===== src/rtl/wt_pkg.sv =====
// Package wt_pkg
// Shared sizes for the wake-up timer. Assumes the prescaler width and the
// counter width are set together here and passed down as parameters.
package wt_pkg;
    localparam int PRE_W = 7;
    localparam int CNT_W = 16;

    typedef enum logic {
        SRC_CPU  = 1'b0,
        SRC_XTAL = 1'b1
    } tick_src_e;
endpackage


===== src/rtl/wt_tick_sel.sv =====
// Module wt_tick_sel
// Picks the counting tick from two clock-enable sources. Assumes both ticks
// are single-cycle enables in the block clock domain; the crystal source is
// refused while the crystal already drives the CPU.
module wt_tick_sel (
    input  logic clk,
    input  logic rst_n,
    input  logic cpu_tick,
    input  logic xtal_tick,
    input  logic src_xtal,
    input  logic xtal_is_cpu,
    input  logic run,
    output logic tick
);
    import wt_pkg::*;

    tick_src_e src_eff;

    // Resolve the effective source, forcing CPU when the crystal is the CPU clock
    always_comb begin
        src_eff = (src_xtal && !xtal_is_cpu) ? SRC_XTAL : SRC_CPU;
    end

    // Gate the chosen tick with the run enable
    always_comb begin
        tick = run && ((src_eff == SRC_XTAL) ? xtal_tick : cpu_tick);
    end

    AST_XTAL_OVERRIDE: assert property (@(posedge clk) disable iff (!rst_n)
        (xtal_is_cpu && run) |-> (tick == cpu_tick));
    AST_STOPPED_NO_TICK: assert property (@(posedge clk) disable iff (!rst_n)
        !run |-> !tick);
endmodule


===== src/rtl/wt_prescaler.sv =====
// Module wt_prescaler
// Down-counting prescaler that wraps from zero to its maximum and emits a
// one-cycle step on each wrap. Assumes preset and tick never need to act
// together (preset is only raised while stopped).
module wt_prescaler #(
    parameter int W = 7
) (
    input  logic         clk,
    input  logic         rst_n,
    input  logic         tick,
    input  logic         preset,
    output logic [W-1:0] presc,
    output logic         wrap
);
    localparam logic [W-1:0] PRE_MAX = {W{1'b1}};

    // Step request when a tick arrives at zero
    always_comb begin
        wrap = tick && (presc == '0);
    end

    // Prescaler register with power-on reset and preset
    always_ff @(posedge clk) begin
        if (!rst_n) begin
            presc <= PRE_MAX;
        end else if (preset) begin
            presc <= PRE_MAX;
        end else if (tick) begin
            presc <= presc - 1'b1;
        end
    end

    AST_PRESC_WRAP: assert property (@(posedge clk) disable iff (!rst_n)
        (tick && !preset && presc == '0) |=> (presc == PRE_MAX));
    AST_PRESC_HOLD: assert property (@(posedge clk) disable iff (!rst_n)
        (!tick && !preset) |=> $stable(presc));
endmodule


===== src/rtl/wt_down_counter.sv =====
// Module wt_down_counter
// Loadable down counter with a reload register. A step at zero refills from
// the reload value and pulses expire. Assumes load is only raised while the
// timer is stopped, so it never meets a step.
module wt_down_counter #(
    parameter int             W    = 16,
    parameter logic [W-1:0]   INIT = {W{1'b1}}
) (
    input  logic         clk,
    input  logic         rst_n,
    input  logic         run,
    input  logic         step,
    input  logic         reload_we,
    input  logic [W-1:0] reload_val,
    output logic [W-1:0] cnt,
    output logic         expire
);
    logic [W-1:0] reload_q;
    logic [W-1:0] refill_val;
    logic         load;

    // Immediate load only when stopped; a same-cycle write feeds the refill
    always_comb begin
        load       = reload_we && !run;
        refill_val = reload_we ? reload_val : reload_q;
        expire     = step && (cnt == '0);
    end

    // Reload register holding the software value
    always_ff @(posedge clk) begin
        if (!rst_n) begin
            reload_q <= INIT;
        end else if (reload_we) begin
            reload_q <= reload_val;
        end
    end

    // Counter register: immediate load, refill at zero, else decrement
    always_ff @(posedge clk) begin
        if (!rst_n) begin
            cnt <= INIT;
        end else if (load) begin
            cnt <= reload_val;
        end else if (step) begin
            cnt <= (cnt == '0) ? refill_val : cnt - 1'b1;
        end
    end

    AST_CNT_DECREMENT: assert property (@(posedge clk) disable iff (!rst_n)
        (step && !load && cnt != '0) |=> (cnt == $past(cnt) - 1'b1));
    AST_CNT_REFILL: assert property (@(posedge clk) disable iff (!rst_n)
        (step && !reload_we && cnt == '0) |=> (cnt == $past(reload_q)));
    AST_LOAD_STOPPED: assert property (@(posedge clk) disable iff (!rst_n)
        load |=> (cnt == $past(reload_val)));
    AST_WRITE_DEFERRED: assert property (@(posedge clk) disable iff (!rst_n)
        (run && reload_we && !step) |=> $stable(cnt));
endmodule


===== src/rtl/wt_flag.sv =====
// Module wt_flag
// Sticky expiry flag with write-one-to-clear. Assumes set and clear can
// coincide; set wins so no expiry is lost.
module wt_flag (
    input  logic clk,
    input  logic rst_n,
    input  logic set,
    input  logic clr,
    output logic flag
);
    // Flag register: set dominates clear
    always_ff @(posedge clk) begin
        if (!rst_n) begin
            flag <= 1'b0;
        end else if (set) begin
            flag <= 1'b1;
        end else if (clr) begin
            flag <= 1'b0;
        end
    end

    AST_FLAG_SET: assert property (@(posedge clk) disable iff (!rst_n)
        set |=> flag);
    AST_FLAG_STICKY: assert property (@(posedge clk) disable iff (!rst_n)
        (flag && !clr) |=> flag);
    AST_FLAG_CLEAR: assert property (@(posedge clk) disable iff (!rst_n)
        (clr && !set) |=> !flag);
endmodule


===== src/rtl/wake_timer.sv =====
// Module wake_timer
// Real-time wake-up timer: source select, 128-way prescaler, reloading
// 16-bit down counter and sticky flag routed to wake and interrupt requests.
// Assumes all ticks are clock enables of clk. Only por_n resets the state;
// sys_rst_n is deliberately not connected to any register.
module wake_timer #(
    parameter int PRE_W = wt_pkg::PRE_W,
    parameter int CNT_W = wt_pkg::CNT_W
) (
    input  logic             clk,
    input  logic             por_n,
    input  logic             sys_rst_n,
    input  logic             cpu_tick,
    input  logic             xtal_tick,
    input  logic             src_xtal,
    input  logic             xtal_is_cpu,
    input  logic             run,
    input  logic             reload_we,
    input  logic [CNT_W-1:0] reload_val,
    input  logic             flag_clr,
    input  logic             wake_en,
    input  logic             irq_en,
    output logic [PRE_W-1:0] presc_o,
    output logic [CNT_W-1:0] count_o,
    output logic             flag_o,
    output logic             wake_o,
    output logic             irq_o
);
    localparam logic [CNT_W-1:0] CNT_INIT = {CNT_W{1'b1}};

    logic tick;
    logic step;
    logic expire;
    logic preset;

    // Prescaler preset accompanies an immediate load while stopped
    always_comb begin
        preset = reload_we && !run;
    end

    wt_tick_sel u_sel (
        .clk        (clk),
        .rst_n      (por_n),
        .cpu_tick   (cpu_tick),
        .xtal_tick  (xtal_tick),
        .src_xtal   (src_xtal),
        .xtal_is_cpu(xtal_is_cpu),
        .run        (run),
        .tick       (tick)
    );

    wt_prescaler #(.W(PRE_W)) u_pre (
        .clk   (clk),
        .rst_n (por_n),
        .tick  (tick),
        .preset(preset),
        .presc (presc_o),
        .wrap  (step)
    );

    wt_down_counter #(.W(CNT_W), .INIT(CNT_INIT)) u_cnt (
        .clk       (clk),
        .rst_n     (por_n),
        .run       (run),
        .step      (step),
        .reload_we (reload_we),
        .reload_val(reload_val),
        .cnt       (count_o),
        .expire    (expire)
    );

    wt_flag u_flag (
        .clk  (clk),
        .rst_n(por_n),
        .set  (expire),
        .clr  (flag_clr),
        .flag (flag_o)
    );

    // Route the flag to the two request outputs
    always_comb begin
        wake_o = flag_o && wake_en;
        irq_o  = flag_o && irq_en;
    end

    AST_SYSRST_IGNORED: assert property (@(posedge clk) disable iff (!por_n)
        (!sys_rst_n && !tick && !reload_we && !flag_clr)
        |=> ($stable(count_o) && $stable(presc_o) && $stable(flag_o)));
    AST_WAKE_GATE: assert property (@(posedge clk) disable iff (!por_n)
        wake_o |-> (flag_o && wake_en));
    AST_IRQ_GATE: assert property (@(posedge clk) disable iff (!por_n)
        irq_o |-> (flag_o && irq_en));
endmodule


===== config.mk =====
export PLATFORM = sky130hd
export DESIGN_NAME = wake_timer
export DESIGN_NICKNAME = d
export VERILOG_FILES = /design/src/rtl/wt_pkg.sv /design/src/rtl/wt_tick_sel.sv /design/src/rtl/wt_prescaler.sv /design/src/rtl/wt_down_counter.sv /design/src/rtl/wt_flag.sv /design/src/rtl/wake_timer.sv
export SDC_FILE = /design/constraint.sdc
export NUM_CORES = 1
export LEC_CHECK = 0
export CORE_AREA = 2 2 72 74
export DETAILED_ROUTE_END_ITERATION = 8
export DIE_AREA = 0 0 74 76
export GPL_ROUTABILITY_DRIVEN = 0
export PLACE_DENSITY = 0.79
export SLEW_MARGIN = 15
export SYNTH_ARGS = -nofsm -noshare
export SYNTH_HDL_FRONTEND = slang
export SYNTH_HIERARCHICAL = 1
export SYNTH_SLANG_ARGS = --single-unit

===== constraint.sdc =====
create_clock -name clk -period 2.8 [get_ports clk]
set_input_delay 0.7 -clock clk [delete_from_list [all_inputs] [get_ports clk]]
set_output_delay 0.7 -clock clk [all_outputs]
set_load 0.03 [all_outputs]

Yosys cells after proc, flatten, opt, wreduce, memory -nomap -nowiden --
Index checks and enable logic that the tools add are counted.
Word-level totals: output and inout bits 26, register bits 40
Operators by class: bitwise logic cells 1, mux-type cells 8, reductions and logical operators 14, add/subtract/negate cells 2
Operator list (count):
- two-way mux 16 bit | 4
- zero test 16 bit | 1
- subtractor 16 x 1 -> 16 bit (second input constant) | 1
- logical AND 1 bit | 7
- zero test 7 bit | 1
- subtractor 7 x 1 -> 7 bit (second input constant) | 1
- two-way mux 1 bit | 4
- nonzero test 2 bit | 2
- zero test 1 bit | 2
- OR reduction 2 bit | 1
- NOT 1 bit | 1

Longest topological paths before layout --
Gate-level depths: netlist of the first run.
word-level depth 8, gate-level depth with buffers 9, mapped depth without buffers 9

By module --
Netlist of the first run, hierarchy kept.
By module, submodules not included:
- wt_down_counter | area an instance 1959.4 um^2, cells each 221, instances 1, seq. area each 640.6 um^2
- wt_prescaler | area an instance 319.1 um^2, cells each 36, instances 1, seq. area each 140.1 um^2
- wt_flag | area an instance 41.3 um^2, cells each 3, instances 1, seq. area each 20.0 um^2
- wt_tick_sel | area an instance 31.3 um^2, cells each 4, instances 1, seq. area each 0.0 um^2
- wake_timer | area an instance 26.3 um^2, cells each 3, instances 1, seq. area each 0.0 um^2

Least setup slack after synthesis of the first run --
No wires, ideal clock.
kind input to register, from in src_xtal, to reg u_cnt.cnt[9], path slack 0.214 ns, stages 9, arrival time 2.441 ns, setup time 0.145 ns, path through nor2b_4 > mux2i_1 > nand2_1 > nor3_1 > inv_1 > clkbuf_1 > and3_1 > a21oi_1 > o311ai_2
On the way: longest elaborated chain between the ends 6
Ends and longest elaborated chain:
- start, declared | RTL line wake_timer.sv:15 | input logic src_xtal,
- logical AND 1 bit | RTL line wt_tick_sel.sv:21 | src_eff = (src_xtal && !xtal_is_cpu) ? SRC_XTAL : SRC_CPU;
- two-way mux 1 bit | RTL line wt_tick_sel.sv:21
- two-way mux 1 bit | RTL line wt_tick_sel.sv:26 | tick = run && ((src_eff == SRC_XTAL) ? xtal_tick : cpu_tick);
- logical AND 1 bit | RTL line wt_tick_sel.sv:26
- via tick | RTL line wake_timer.sv:31 | logic tick;
- logical AND 1 bit | RTL line wt_prescaler.sv:19 | wrap = tick && (presc == '0);
- via step | RTL line wake_timer.sv:32 | logic step;
- nonzero test 2 bit (no line)
- end signal, assigned | RTL line wt_down_counter.sv:43 | cnt <= reload_val;
- end signal, assigned | RTL line wt_down_counter.sv:45 | cnt <= (cnt == '0) ? refill_val : cnt - 1'b1;
- end, declared | RTL line wt_down_counter.sv:15 | output logic [W-1:0] cnt,
The timed path passes the listed nets, and every way through them passes these cells. A chain may end at the register's enable or synchronous reset.

Final worst setup path of the first run --
from in wake_en, to out wake_o
On the way: longest elaborated chain between the ends 1
Ends and longest elaborated chain:
- start, declared | RTL line wake_timer.sv:21 | input logic wake_en,
- logical AND 1 bit | RTL line wake_timer.sv:82 | wake_o = flag_o && wake_en;
- end, declared | RTL line wake_timer.sv:26 | output logic wake_o,
Every way passes these cells.

==> metrics.yaml, run 1 <==
status:
  status: "finished clean"
setup_path:
  crit_required_ns: 2.10
  cp_common_cell: "clkdlybuf4s50_1"
  cp_slowest_cell: "clkdlybuf4s50_1"
  critical_path.max_stage_delay_ns: 0.66
  worstPathArrival_ns: 1.93
  cp-end-kind: "primary output"
  criticalPathCategory: "in -> out"
  critPathLaunchType: "primary input"
  crit_chain: "clkdlybuf4s50_1, and2_1, clkdlybuf4s50_1"
  cp_max_fo: 1
timing:
  slew_violations: 0
  maxSlewHeadroom_pct: 29.5
  period_share_pct: 93.8
  finalHoldViolCount: 0
  period_needed_ns: 2.63
  fin_ws_ns: 0.174
  finalClockSkew_ns: 0.00561
  setup_violations: 0
  max_freq_ghz: 0.381
  rsz0062_at_grt: "no"
  tightest_slew_ns: 1.05
placement:
  pre_cts_ws_ns: -0.0321
  place_inst: 385
  port_buffers: 52
  hpwlAfterDp_um: 4190
  placed_cell_area_um2: 2980
logic_synthesis:
  syn_inst: 267
  synth_nets: 299
  synth_cell_type_count: 58
  synth-seq-cells: 40
  avgSynthCellArea_um2: 8.90
  ys.flop_type: "dfxtp_1"
  synth-warning-count: 6
  synth_edf_count: 0
  syn_area_um2: 2380
  yosysSeqAreaShare_pct: 33.7
  synthArstFlopShare_pct: 0
floorplanning:
  core_um2: 4910
  start_util_pct: 48.4
  ios: 54
  dieArea_um2: 5620
  die_w_um: 74
  dieHeight_um: 76
  rows: 26
power:
  leakage_nw: 1.20
  power_mw: 1.24
  p_per_area_nw_per_um2: 404
  ir_worst_vdd_mv: 0.213
clocking:
  clk_latency_ns: 0.29
  hold_buffers: 0
  cts_buffers: 5
  h-tree-depth: 2
  post_cts_buffers: 0
  root_buffer: "clkbuf_8"
  clockBufferDepth: 2
  cts.sinks: 40
  tritoncts: "built"
  path_clk_slew_ns: 0.07
  post_cts_resize_count: 0
route:
  drt-met1-wl_um: 2440
  wl_met3_um: 293
  drt_iter0_markers: 96
  highest_layer: "met4"
  firstDrtPassIters: 5
  vias: 2187
  drcViolationCount: 0
  wl_um: 5710
  ant_nets: 0
  via_per_inst: 5.58
  wl_per_cell_um: 14.6
  wl_met2_um: 2920
min_path:
  min_path_type: "reg -> reg"
final_layout:
  layout-drive-gt1-share_pct: 13.4
  final_nets: 354
  diodes: 0
  fin_cells: 392
  stdcell_area_um2: 3060
  area_growth_syn_to_layout_pct: 28.7
  n_fill_cell: 429
flow_run:
  max_cap_viol_count: 0
grt:
  grt_start_max_net_pins: 20
  grt_pass1_vias: 2163
  grt_pass1_wl_um: 9700
  antenna_found_initial: 0
  grt_overflow_total: 0
  grt_usage_pct: 21.5
sequential cells by signal, summed over array words and instances, names as in the netlist:
| register | count |
|---|---|
| u_cnt/cnt | 16 |
| u_cnt/reload_q | 16 |
| u_pre/presc | 7 |
| u_flag/flag | 1 |
final timing paths:
| path | start | end | slack (ns) | cells after the start |
|---|---|---|---|---|
| max | wake_en | wake_o | 0.17 | 3 |
| min | u_cnt/reload_q[14] | u_cnt/reload_q[14] | 0.48 | 2 |
| max reg2reg | u_pre/presc[2] | u_cnt/cnt[3] | 0.59 | 7 |
| min reg2reg | u_cnt/reload_q[14] | u_cnt/reload_q[14] | 0.48 | 2 |
critical path, delay by kind of cell:
kind / cells / cell delay, ns
AND/OR/NAND/NOR: 1 / 0.12
buffers and inverters: 2 / 1.11
area by class of cell:
| class | count | area [um^2] | share of cell area [%] |
|---|---|---|---|
| Clock inverter | 1 | 5.00 | 0.164 |
| Sequential cell | 40 | 801 | 26.2 |
| Tap cell | 70 | 87.6 | 2.86 |
| Multi-Input combinational cell | 207 | 1480 | 48.2 |
| Inverter | 6 | 22.5 | 0.736 |
| Clock buffer | 6 | 72.6 | 2.37 |
| Timing Repair Buffer | 62 | 596 | 19.5 |
cell families after synthesis:
logic type	after synthesis	share of synthesized area (%)
buffers and inverters	20	4.21
XOR/XNOR	11	4.05
multiplexers	11	4.74
AO/OA/AOI/OAI	55	15.6
flip-flops	40	33.7
AND/OR/NAND/NOR	126	35.6
adder cells (fa/ha/maj)	4	2.11
report_power, final:
| group | switching [mW] | internal [mW] | total, mW |
|---|---|---|---|
| Sequential | 0.0361 | 0.600 | 0.636 |
| Clock | 0.194 | 0.170 | 0.364 |
| Combinational | 0.115 | 0.122 | 0.237 |
| Total | 0.346 | 0.891 | 1.24 |
routing by layer:
layer	track usage [%]	up-vias
met3	5.03	8
met2	37.1	68
li1	-	1079
met5	0	-
met1	25.9	1032
met4	6.91	0
cell usage after synthesis, types with 2 or more instances:
cell / number / area share, %
buf_1: 3 / 0.47
mux2i_1: 9 / 3.8
o211ai_2: 2 / 1.1
and2_1: 2 / 0.53
nor4_4: 2 / 1.8
or3_1: 2 / 0.53
nor2b_4: 3 / 1.7
ha_1: 4 / 2.1
dfxtp_1: 40 / 34
nor2_1: 17 / 2.7
nor3_2: 3 / 1.3
nand2b_1: 3 / 0.79
nand2_1: 29 / 4.6
or4_4: 2 / 0.95
o211ai_1: 2 / 0.63
nand3b_1: 8 / 2.5
o21ai_0: 10 / 2.1
buf_6: 2 / 0.95
nor4b_1: 3 / 1.1
o31ai_1: 2 / 0.63
inv_1: 6 / 0.95
and3_1: 14 / 3.7
buf_2: 4 / 0.84
xor2_1: 6 / 2.2
a21oi_1: 19 / 4.0
mux2_2: 2 / 0.95
nor2b_1: 11 / 2.9
nor3b_1: 7 / 2.2
o21ai_1: 2 / 0.42
o311ai_1: 8 / 2.9
nand3_1: 5 / 1.1
clkbuf_1: 4 / 0.63
xnor2_1: 5 / 1.8
nor4_2: 2 / 1.1
per-stage QoR:
stage                     utilization, %  setup TNS [ns]  hold slack [ns]
after floorplan                        -               0            0.434
after global placement              60.7               0            0.450
after detailed placement            60.7         -0.0570            0.458
after CTS                           62.3               0            0.476
after global routing                62.3               0            0.508
final                               62.3               0            0.479
cells in the final DEF (no fill, tap or decap), types with 6 or more instances in the layout:
cell	n
a21oi_1	19
and3_1	14
buf_4	10
clkdlybuf4s50_1	52
dfxtp_1	40
inv_1	6
mux2i_1	9
nand2_1	29
nand3b_1	8
nor2_1	17
nor2b_1	11
nor3b_1	7
o21ai_0	10
o311ai_1	8
xor2_1	6
Power figures use the tool's default switching activity.
==> run 2, diff against run 1 <==
Settings changed: MAX_ROUTING_LAYER from default to met4.
==> run 2 against run 1 <==
  * Highest routed layer unchanged
  * Register-to-register slack is essentially flat
  * Worst hold slack barely moved
  * Largest power group unchanged
  * Maximum frequency stayed put
  * First-iteration DRC count rose by 17%
  * Critical path depth stayed put
  * Die area stayed put
  * Global-route usage rose by 0.48 points
  * Total power up 0.11%
==> metrics.yaml, run 2 (synthesis gave the netlist of run 1 again) <==
power:
  power_mw: 1.24
  ir_worst_vdd_mv: 0.213
  leakage_nw: 1.20
  p_per_area_nw_per_um2: 405
final_layout:
  layout_commonest_cell: "clkdlybuf4s50_1"
  diodes: 0
  layout-drive-gt1-share_pct: 13.4
  final_nets: 354
  post-route-util_pct: 62.3
  largestRegisters: "u_cnt/cnt x16, u_cnt/reload_q x16, u_pre/presc x7"
  stdcell_area_um2: 3060
  area_growth_syn_to_layout_pct: 28.7
  final_cell_mix: "clkdlybuf4s50_1, dfxtp_1, nand2_1"
setup_path:
  rr_worst_depth: 7
  cp-end-kind: "primary output"
  cp_max_fo: 1
  criticalPathCategory: "in -> out"
  critPathLaunchType: "primary input"
  worstPathArrival_ns: 1.93
  crit_required_ns: 2.10
floorplanning:
  start_util_pct: 48.4
  die_w_um: 74
  dieArea_um2: 5620
  dieHeight_um: 76
  core_um2: 4910
  rows: 26
  ios: 54
timing:
  rsz0062_at_grt: "no"
  maxSlewHeadroom_pct: 29.0
  period_share_pct: 93.8
  setup_violations: 0
  finalClockSkew_ns: 0.00544
  fin_ws_ns: 0.174
  tightest_slew_ns: 1.06
  slew_violations: 0
  max_freq_ghz: 0.381
  finalHoldViolCount: 0
  timing.hold.ws_ns: 0.479
  period_needed_ns: 2.63
placement:
  hpwlAfterDp_um: 4190
  placed_cell_area_um2: 2980
  pre_cts_ws_ns: -0.0321
  port_buffers: 52
route:
  firstDrtPassIters: 4
  via_per_inst: 5.63
  wl_um: 5720
  drt_iter0_markers: 112
  drcViolationCount: 0
  wl_per_cell_um: 14.6
  vias: 2208
  ant_nets: 0
grt:
  grt_overflow_total: 0
  antenna_found_initial: 0
  grt_start_max_net_pins: 20
  grt_pass1_vias: 2165
  grt_pass1_wl_um: 9690
  grt_usage_pct: 22.0
clocking:
  clockBufferDepth: 2
  post_cts_resize_count: 0
  cts.sinks: 40
  hold_buffers: 0
  h-tree-depth: 2
  tritoncts: "built"
  cts_buffers: 5
  root_buffer: "clkbuf_8"
  post_cts_buffers: 0
  clk_latency_ns: 0.29
  path_clk_slew_ns: 0.07
min_path:
  min_path_type: "reg -> reg"
  holdPathStages: 2
flow_run:
  max_cap_viol_count: 0
status:
  status: "finished clean"
-- run 2: cell counts in the layout (fill, tap and decap cells not counted) --
Identical to the previous run, type by type.
-- run 2: layout make-up --
type	count	area, um^2
Fill cell	429	1850
Multi-Input combinational cell	207	1480
Sequential cell	40	801
Timing Repair Buffer	62	596
Tap cell	70	87.6
Clock buffer	6	72.6
Inverter	6	22.5
Clock inverter	1	5.00
-- run 2: metal layers --
metal | global-route usage [%] | share of wire, % | wire [um]
met3 | 4.37 | 4.8 | 277
met4 | 6.91 | 0.96 | 55
met5 | - | 0 | 0
met2 | 37.0 | 51 | 2890
met1 | 26.1 | 44 | 2490
-- run 2: path summary, 6_finish.rpt --
check	from	endpoint	slack, ns
max reg2reg	u_pre/presc[2]	u_cnt/cnt[3]	0.60
max	wake_en	wake_o	0.17
min reg2reg	u_cnt/reload_q[14]	u_cnt/reload_q[14]	0.48
min	u_cnt/reload_q[14]	u_cnt/reload_q[14]	0.48
-- run 2: metrics by stage --
step	cells	TNS, ns
after floorplan	267	0
after global placement	385	0
after detailed placement	385	-0.0570
after CTS	392	0
after global routing	392	0
final	392	0
-- run 2: power breakdown --
part	internal (mW)	total, mW	leakage [nW]	switching (mW)
registers	0.600	0.636	0.330	0.0360
logic	0.122	0.238	0.833	0.116
clock network	0.170	0.365	0.0410	0.195
-- run 2: worst max-delay path, cell delays in order --
cell	delay, ns
clkdlybuf4s50_1	0.45
and2_1	0.12
clkdlybuf4s50_1	0.66
==> run 3, diff against run 2 <==
Settings changed: TNS_END_PERCENT from default to 10.
==> results of run 3 <==
Same layout as run 2: the final DEF is identical, and so are final timing and power.
